$ cat src/rtl/mdio_pkg.sv
package mdio_pkg;
    localparam int FRAME_BITS = 64;
    localparam int IDX_W      = $clog2(FRAME_BITS);
    localparam int ADDR_W     = 5;
    localparam int CODE_W     = 4;
    localparam int DATA_W     = 16;
    localparam int HALF_W     = 7;
    localparam int TA_IDX     = 46;  // first turnaround bit
    localparam int RD_IDX     = 48;  // first data bit

    localparam logic SEL_CMD  = 1'b0;
    localparam logic SEL_DATA = 1'b1;

    // half of the MDC period in system clocks, per clock-range code
    function automatic logic [HALF_W-1:0] half_period(input logic [CODE_W-1:0] code);
        case (code)
            4'd1:    half_period = 7'd31;
            4'd2:    half_period = 7'd8;
            4'd3:    half_period = 7'd13;
            4'd4:    half_period = 7'd51;
            4'd5:    half_period = 7'd62;
            default: half_period = 7'd21;
        endcase
    endfunction

    typedef struct packed {
        logic [ADDR_W-1:0] phy;
        logic [ADDR_W-1:0] regad;
        logic [CODE_W-1:0] code;
        logic              wr;
        logic              busy;
        logic [31:0]       data;
    } host_regs_t;
endpackage

$ cat src/rtl/mdc_clkgen.sv
module mdc_clkgen
    import mdio_pkg::*;
(
    input  logic              clk,
    input  logic              rst_n,
    input  logic              run,
    input  logic [CODE_W-1:0] code,
    output logic              mdc,
    output logic              rise_tick,
    output logic              fall_tick
);
    typedef struct packed {
        logic [HALF_W-1:0] cnt;
        logic              mdc;
    } gen_t;

    gen_t              g_d, g_q;
    logic [HALF_W-1:0] half;

    always_comb begin
        half      = half_period(code);
        g_d       = g_q;
        rise_tick = 1'b0;
        fall_tick = 1'b0;
        if (!run) begin
            g_d.cnt = '0;
            g_d.mdc = 1'b0;
        end else if (g_q.cnt == half - 7'd1) begin
            g_d.cnt   = '0;
            g_d.mdc   = ~g_q.mdc;
            rise_tick = ~g_q.mdc;
            fall_tick = g_q.mdc;
        end else begin
            g_d.cnt = g_q.cnt + 7'd1;
        end
    end

    always_ff @(posedge clk or negedge rst_n) begin
        if (!rst_n) g_q <= '0;
        else        g_q <= g_d;
    end

    assign mdc = g_q.mdc;

    // the clock is parked low whenever the generator is stopped
    p_stop_low_r3: assert property (@(posedge clk) disable iff (!rst_n)
        !run |=> !mdc);
endmodule

$ cat src/rtl/mdio_frame_seq.sv
module mdio_frame_seq
    import mdio_pkg::*;
(
    input  logic              clk,
    input  logic              rst_n,
    input  logic              start,
    input  logic              is_wr,
    input  logic [ADDR_W-1:0] phy,
    input  logic [ADDR_W-1:0] regad,
    input  logic [DATA_W-1:0] wdata,
    input  logic              rise_tick,
    input  logic              fall_tick,
    input  logic              mdio_i,
    output logic              active,
    output logic              done,
    output logic [DATA_W-1:0] rdata,
    output logic              mdo,
    output logic              mdoe
);
    typedef struct packed {
        logic                  active;
        logic                  wr;
        logic [FRAME_BITS-1:0] sh;
        logic [IDX_W-1:0]      idx;
        logic [DATA_W-1:0]     rx;
        logic                  mdo;
        logic                  oe;
    } seq_t;

    seq_t                  s_d, s_q;
    logic [FRAME_BITS-1:0] frame;
    logic [IDX_W:0]        nxt;

    always_comb begin
        frame = {32'hFFFF_FFFF, 2'b01, (is_wr ? 2'b01 : 2'b10), phy, regad,
                 (is_wr ? 2'b10 : 2'b11), (is_wr ? wdata : 16'hFFFF)};
        nxt   = {1'b0, s_q.idx} + 1'b1;
        s_d   = s_q;
        done  = 1'b0;
        if (!s_q.active) begin
            if (start) begin
                s_d.active = 1'b1;
                s_d.wr     = is_wr;
                s_d.sh     = frame;
                s_d.idx    = '0;
                s_d.mdo    = frame[FRAME_BITS-1];
                s_d.oe     = 1'b1;
            end
        end else begin
            if (rise_tick && !s_q.wr && s_q.idx >= IDX_W'(RD_IDX))
                s_d.rx = {s_q.rx[DATA_W-2:0], mdio_i};
            if (fall_tick) begin
                if (s_q.idx == IDX_W'(FRAME_BITS-1)) begin
                    s_d.active = 1'b0;
                    s_d.mdo    = 1'b0;
                    s_d.oe     = 1'b0;
                    done       = 1'b1;
                end else begin
                    s_d.idx = nxt[IDX_W-1:0];
                    s_d.sh  = {s_q.sh[FRAME_BITS-2:0], 1'b0};
                    s_d.mdo = s_q.sh[FRAME_BITS-2];
                    s_d.oe  = s_q.wr || (nxt < (IDX_W+1)'(TA_IDX));
                end
            end
        end
    end

    always_ff @(posedge clk or negedge rst_n) begin
        if (!rst_n) s_q <= '0;
        else        s_q <= s_d;
    end

    assign active = s_q.active;
    assign rdata  = s_q.rx;
    assign mdo    = s_q.mdo;
    assign mdoe   = s_q.oe;

    // drive changes only at a falling MDC edge inside a frame
    p_drive_on_fall_r6: assert property (@(posedge clk) disable iff (!rst_n)
        (s_q.active && !fall_tick) |=> ($stable(mdo) && $stable(mdoe)));

    // line released from turnaround onward during a read
    p_release_read_r5: assert property (@(posedge clk) disable iff (!rst_n)
        (s_q.active && !s_q.wr && s_q.idx >= IDX_W'(TA_IDX)) |-> !mdoe);
endmodule

$ cat src/rtl/mdio_mgmt_master.sv
module mdio_mgmt_master
    import mdio_pkg::*;
(
    input  logic        clk,
    input  logic        rst_n,
    input  logic        host_wr,
    input  logic        host_sel,
    input  logic [31:0] host_wdata,
    output logic [31:0] cmd_word,
    output logic [31:0] data_word,
    output logic        mdc,
    output logic        mdio_o,
    output logic        mdio_oe,
    input  logic        mdio_i
);
    host_regs_t        r_d, r_q;
    logic              seq_active, seq_done, seq_start;
    logic              rise_tick, fall_tick;
    logic [DATA_W-1:0] seq_rdata;

    assign seq_start = r_q.busy && !seq_active;

    always_comb begin
        r_d = r_q;
        if (host_wr && host_sel == SEL_DATA)
            r_d.data = host_wdata;
        if (host_wr && host_sel == SEL_CMD && !r_q.busy) begin
            r_d.phy   = host_wdata[15:11];
            r_d.regad = host_wdata[10:6];
            r_d.code  = host_wdata[5:2];
            r_d.wr    = host_wdata[1];
            r_d.busy  = host_wdata[0];
        end
        if (seq_done) begin
            r_d.busy = 1'b0;
            if (!r_q.wr) r_d.data[DATA_W-1:0] = seq_rdata;
        end
    end

    always_ff @(posedge clk or negedge rst_n) begin
        if (!rst_n) r_q <= '0;
        else        r_q <= r_d;
    end

    mdc_clkgen u_clk (
        .clk       (clk),
        .rst_n     (rst_n),
        .run       (seq_active),
        .code      (r_q.code),
        .mdc       (mdc),
        .rise_tick (rise_tick),
        .fall_tick (fall_tick)
    );

    mdio_frame_seq u_seq (
        .clk       (clk),
        .rst_n     (rst_n),
        .start     (seq_start),
        .is_wr     (r_q.wr),
        .phy       (r_q.phy),
        .regad     (r_q.regad),
        .wdata     (r_q.data[DATA_W-1:0]),
        .rise_tick (rise_tick),
        .fall_tick (fall_tick),
        .mdio_i    (mdio_i),
        .active    (seq_active),
        .done      (seq_done),
        .rdata     (seq_rdata),
        .mdo       (mdio_o),
        .mdoe      (mdio_oe)
    );

    assign cmd_word  = {16'h0, r_q.phy, r_q.regad, r_q.code, r_q.wr, r_q.busy};
    assign data_word = r_q.data;

    // MDC parked low while idle
    p_idle_low_r3: assert property (@(posedge clk) disable iff (!rst_n)
        !r_q.busy |-> !mdc);

    // busy falls only as the frame finishes
    p_busy_end_r3: assert property (@(posedge clk) disable iff (!rst_n)
        $fell(r_q.busy) |-> $past(seq_done));

    // command fields frozen while busy
    p_ignore_busy_r7: assert property (@(posedge clk) disable iff (!rst_n)
        (r_q.busy && host_wr && host_sel == SEL_CMD) |=>
            ($stable(r_q.phy) && $stable(r_q.regad) && $stable(r_q.code) && $stable(r_q.wr)));
endmodule

$ cat config.mk
export PLATFORM = sky130hd
export DESIGN_NAME = mdio_mgmt_master
export DESIGN_NICKNAME = d
export VERILOG_FILES = /design/src/rtl/mdio_pkg.sv /design/src/rtl/mdc_clkgen.sv /design/src/rtl/mdio_frame_seq.sv /design/src/rtl/mdio_mgmt_master.sv
export SDC_FILE = /design/constraint.sdc
export NUM_CORES = 1
export LEC_CHECK = 0
export ABC_AREA = 1
export BUFFER_PORTS_ARGS = -buffer_cell sky130_fd_sc_hd__buf_2
export CAP_MARGIN = 10
export CORE_MARGIN = 4
export CORE_UTILIZATION = 40
export DETAILED_ROUTE_END_ITERATION = 10
export GPL_ROUTABILITY_DRIVEN = 0
export PLACE_DENSITY_LB_ADDON = 0.1
export SLEW_MARGIN = 20
export SYNTH_ARGS = -nofsm -noshare
export SYNTH_HDL_FRONTEND = slang
export SYNTH_SLANG_ARGS = --single-unit
$ cat constraint.sdc
create_clock -name clk -period 5 [get_ports clk]
set_input_delay 0.25 -clock clk [delete_from_list [all_inputs] [get_ports clk]]
set_output_delay 0.25 -clock clk [all_outputs]
set_load 0.1 [all_outputs]
After elaboration in Yosys (flattened, before gate mapping)

Cells that the tools add are included.

Input bits: 37
Logic and storage cells: 80
Flip-flop bits (word level): 145

Reduce and logical (&&, ||, !) cells: 16
Bitwise logic cells: 3
Eq/ne operators: 10
Mux-type cells: 30
$add $sub $neg: 3
Magnitude comparators: 2

Operators with widths:

| cell                                                                  | count |
|---|---|
| 69-bit 2-to-1 mux                                                     | 3 |
| 72-bit 2-to-1 mux                                                     | 1 |
| 16-bit 2-to-1 mux                                                     | 4 |
| 6-bit one-hot mux with 5 select lines                                 | 1 |
| 1-bit 2-to-1 mux                                                      | 14 |
| 2-bit 2-to-1 mux                                                      | 5 |
| 4-bit by 2-bit == test with 1-bit output (second input constant)      | 2 |
| 4-bit by 3-bit == test with 1-bit output (second input constant)      | 2 |
| 8-bit 2-to-1 mux                                                      | 1 |
| 6-bit by 1-bit adder with 7-bit output (second input constant)        | 1 |
| 7-bit by 1-bit adder with 7-bit output (second input constant)        | 1 |
| 7-bit == test                                                         | 1 |
| 7-bit by 6-bit < comparator with 1-bit output (second input constant) | 1 |
| 7-bit 2-to-1 mux                                                      | 1 |
| 6-bit by 1-bit subtractor with 7-bit output (second input constant)   | 1 |
| 6-bit == test (second input constant)                                 | 1 |
| 6-bit >= comparator (second input constant)                           | 1 |
| 1-bit logical AND                                                     | 6 |
| 2-bit inequality test (second input constant)                         | 3 |
| 2-bit AND reduction                                                   | 3 |
| 4-bit by 1-bit == test with 1-bit output (second input constant)      | 1 |
| 2-bit nonzero test                                                    | 2 |
| 1-bit zero test                                                       | 3 |
| 1-bit NOT                                                             | 3 |
| 2 further kinds                                                       | 2 |

Depth between registers and ports, before layout

Depth after elaboration: 9
Gate-level depth with buffers: 19
Gate-level depth less buffers: 18

Hierarchy

A second synthesis with hierarchy kept.

Cells, all modules: 846
Area total of the unflattened synthesis: 7036.7 um^2

By module, submodules not included:

| module           | cells each | instances | area an instance (um^2) |
|---|---|---|---|
| mdio_frame_seq   | 464        | 1         | 4055.1 |
| mdio_mgmt_master | 297        | 1         | 2326.0 |
| mdc_clkgen       | 85         | 1         | 655.6 |

Worst setup path after synthesis

No wires, ideal clock.

Path kind: register -> register
Start: register r_q (netlist bit cmd_word[4])
End: register u_seq.s_q[24] (netlist bit)
Data required time: 4.876 ns
Cell stages (with the launch flop): 19
Setup time: 0.124 ns
Path slack: 1.907 ns
Arrival: 2.970 ns
Path through: dfrtp_1 > nor2_1 > nand2_1 > nand3_2 > nand2_1 > inv_1 > ha_1 > a21oi_1 > o21ai_0 > nor2_1 > nand2_1 > nor2_2 > nand4_2 > nand2_2 > nand3_2 > buf_6 > buf_6 > nand2_1 > nand2_1

Cells in the longest elaborated chain, start to end: 8
Elaborated cells between the ends (all ways): 12
Classes of those cells: add/sub: 1; eq/ne: 7; mux: 3; reduce/logical: 1

Ends and longest elaborated chain:

| item                                                                   | RTL line               | RTL |
|---|---|---|
| start: declaration                                                     | mdio_mgmt_master.sv:16 | `host_regs_t r_d, r_q;` |
| start signal: assignment                                               | mdio_mgmt_master.sv:42 | `else r_q <= r_d;` |
| 4-bit by 3-bit == test with 1-bit output, or another cell as far along | mdio_pkg.sv:16         | `case (code)` |
| 6-bit one-hot mux with 5 select lines (*)                              | mdio_pkg.sv:16         |  |
| 6-bit by 1-bit subtractor with 7-bit output (*)                        | mdc_clkgen.sv:28       | `end else if (g_q.cnt == half - 7'd1) begin` |
| 7-bit == test (*)                                                      | mdc_clkgen.sv:28       |  |
| 1-bit 2-to-1 mux (*)                                                   | mdc_clkgen.sv:28       |  |
| 1-bit 2-to-1 mux (*)                                                   | mdc_clkgen.sv:25       | `if (!run) begin` |
| 2-bit inequality test (no line) (*)                                    | n/a                    |  |
| 3-bit AND reduction (no line) (*)                                      | n/a                    |  |
| end signal: assignment                                                 | mdio_frame_seq.sv:69   | `if (!rst_n) s_q <= '0;` |
| end signal: assignment                                                 | mdio_frame_seq.sv:70   | `else s_q <= s_d;` |
| end: declaration                                                       | mdio_frame_seq.sv:30   | `seq_t s_d, s_q;` |

Every way passes the cells marked *; elsewhere a longest branch is shown, timed or not.
A chain may end at the register's enable or synchronous reset.

Final worst setup path

Start: register r_q (netlist bit cmd_word[4])
End: register u_seq.s_q[26] (netlist bit)

The elaborated chain is that of the path after synthesis.

==> flow_summary.json <==
{
  "worst-setup-path-type": "flip-flop to flip-flop",
  "root_buffer": "clkbuf_16",
  "cts_max_level": 4,
  "cts_tree": "built",
  "antenna_found_initial": 0,
  "dieWidth_um": 143,
  "grt_pass1_wl_um": 32200,
  "die_h_um": 143,
  "drt-vias-per-instance": 5.20,
  "syn_avg_cell_area_um2": 8.12,
  "wl_um": 19300,
  "hpwlAfterDp_um": 11800,
  "min_path_type": "input port to flip-flop",
  "grt-ovfl-total": 0,
  "cts_buffers": 17,
  "num_vias": 6235,
  "utilization": 0.466,
  "slew_headroom": 0.293,
  "syn_area_um2": 7330,
  "startpoint_type": "flip-flop",
  "cp-end-kind": "flip-flop",
  "crit_fanout": 43,
  "status": "completed",
  "hold_viol_final": 0,
  "placementRows": 49,
  "nets": 998,
  "cp.arrival_ns": 3.58,
  "layout_commonest_cell": "nand2_1",
  "grt_pass1_vias": 5954,
  "dp_slack_ns": 1.72,
  "layout-drive-gt1-share": 0.204,
  "insertedDiodeCount": 0,
  "grt_usage": 0.198,
  "num_io_pins": 104,
  "start_util": 0.407,
  "coreArea_um2": 18000,
  "cts_buffer_depth": 2,
  "port_buffers": 87,
  "synth_cells": 903,
  "synthAdderAreaFrac": 0.00512,
  "setup_viol": 0,
  "fillers": 1807,
  "yosysWarningCount": 0,
  "tightest_slew_ns": 1.06,
  "area_growth_pct": 14.6,
  "antenna_left": 0,
  "period_share": 0.653,
  "fmax_mhz": 306,
  "synth-xor-area-share": 0.00955,
  "rsz0062_at_grt": "no",
  "ir_drop_mv": 0.233,
  "fin_crit_ns": 3.27,
  "die_area_um2": 20600,
  "synth_top_family_by_area": "simple AND/OR/NAND/NOR gates",
  "clock_sinks": 145,
  "required_ns": 5.31,
  "powerDensity_nw_per_um2": 352,
  "timing.final.ws_setup_ns": 1.73,
  "setup_tns_ns": 0,
  "synth-seq-cells": 145,
  "clock_skew_ns": 0.00799,
  "yosys.area_share.simple": 0.339,
  "cts.clk_slew.worst_paths_ns": 0.06,
  "synth_cell_types": 31,
  "regToRegSetupSlack_ns": 1.73,
  "synth-compound-area-share": 0.0495,
  "grt_max_degree": 69,
  "wire_per_inst_um": 16.1,
  "layout_common_cells": "356 x nand2_1, 144 x dfrtp_1, 101 x nand4_1",
  "drv_slew": 0,
  "muxShareOfSynthArea": 0.0261,
  "drt-initial-drc-count": 575,
  "p_leak_uw": 0.00420,
  "maxCapViolCount": 0,
  "first_pass_iters": 7,
  "drc": 0,
  "seqCellArea_um2": 3630,
  "multi_input_area_um2": 3220,
  "clkLatencyLatePin_ns": 0.42,
  "ys_seq_area_frac": 0.495,
  "post-cts-setup-buffer-count": 0
}
## stage by stage
| step | power [µW] | hold slack, ns | instance area (µm²) | cells |
|---|---|---|---|---|
| finish | 2960 | 0.0545 | 8400 | 1199 |
| global route | 3060 | 0.0399 | 8400 | 1199 |
| CTS | 2990 | 0.0349 | 8400 | 1199 |
| detailed placement | 1730 | 0.205 | 7810 | 1167 |
| global placement | 1730 | 0.201 | 7810 | 1167 |
| floorplan | 1630 | -0.0456 | 7390 | 918 |
## report_power, final
part           internal (µW)  switching (µW)
combinational           65.1             399
sequential              1210            29.3
clock                    745             508
## state kept, by name (all words and copies together), names as in the netlist
name / flops
cmd_word: 16
data_word: 32
u_clk.g_q: 7
u_clk.mdc: 1
u_seq.active: 1
u_seq.mdo: 1
u_seq.mdoe: 1
u_seq.rdata: 16
u_seq.s_q: 70
## Yosys cell counts
library cell	n	area, µm²
nand4_1	101	632
clkinv_1	3	11.3
ha_1	3	37.5
dfrtp_1	145	3630
xor2_1	7	61.3
buf_4	21	158
or2_2	33	206
nand4_2	1	12.5
nor3b_1	2	15.0
nor2_1	24	90.1
xnor2_1	1	8.76
buf_1	2	7.51
nand3_1	14	70.1
a21oi_1	1	5.00
nand3_2	4	40.0
a22o_1	10	87.6
nand3b_1	2	15.0
clkbuf_1	42	158
inv_1	34	128
buf_2	11	55.1
nand2_1	358	1340
nor2_2	3	18.8
buf_6	2	22.5
nand3_4	1	17.5
nand2_2	1	6.26
nor2_4	1	11.3
conb_1	1	3.75
o21ai_0	54	270
mux2_2	17	191
inv_2	3	11.3
nor3_2	1	10.0
## final timing paths
kind,startpoint,endpoint,cells past startpoint
worst max-delay path,cmd_word[4],u_seq.s_q[26],17
worst min-delay path,host_wdata[18],data_word[18],2
worst max register to register,cmd_word[4],u_seq.s_q[26],17
worst min register to register,u_seq.s_q[40],u_seq.s_q[40],2
max in group asynchronous,rst_n,u_seq.s_q[42],3
min in group asynchronous,rst_n,data_word[31],2
## layer usage
metal | track usage | vias to the layer above | routed length [µm]
li1 | - | 3046 | -
met2 | 0.297 | 173 | 8780
met5 | 0 | - | 0
met3 | 0.0386 | 22 | 1090
met1 | 0.290 | 2994 | 9190
met4 | 0.0629 | 0 | 236
## kinds of logic after synthesis
group	after synthesis
AOI/OAI and AO/OA	65
xor gates and xnor gates	8
adders and majority gates	3
buffers and inverters	118
DFF	145
muxes	17
other	1
and+or+nand+nor	546
## worst max-delay path, stage by stage, from the launching register on
cell	delay (ns)
dfrtp_1	0.50
nor2_1	0.10
nand2_1	0.14
nand3_2	0.12
nand2_1	0.09
inv_1	0.04
ha_1	0.29
a21oi_1	0.13
o21ai_0	0.09
nor2_1	0.10
nand2_1	0.06
nor2_2	0.13
nand4_2	0.12
nand2_2	0.10
nand3_2	0.45
buf_4	0.50
nand2_1	0.13
nand2_1	0.05
## cell type report
cell class,instances,share of cell area
Clock buffer,19,0.0527
Clock inverter,12,0.0164
Inverter,40,0.0179
Multi-Input combinational cell,655,0.384
Sequential cell,145,0.432
Tap cell,229,0.0341
Timing Repair Buffer,99,0.0636
## repair_timing
item | 4_1_cts | 5_1_grt
endpoints found under the hold margin | 42 | 0
gates resized for setup | 0 | 0
hold buffers | 1 | 0
Power figures use the tool's default switching activity.
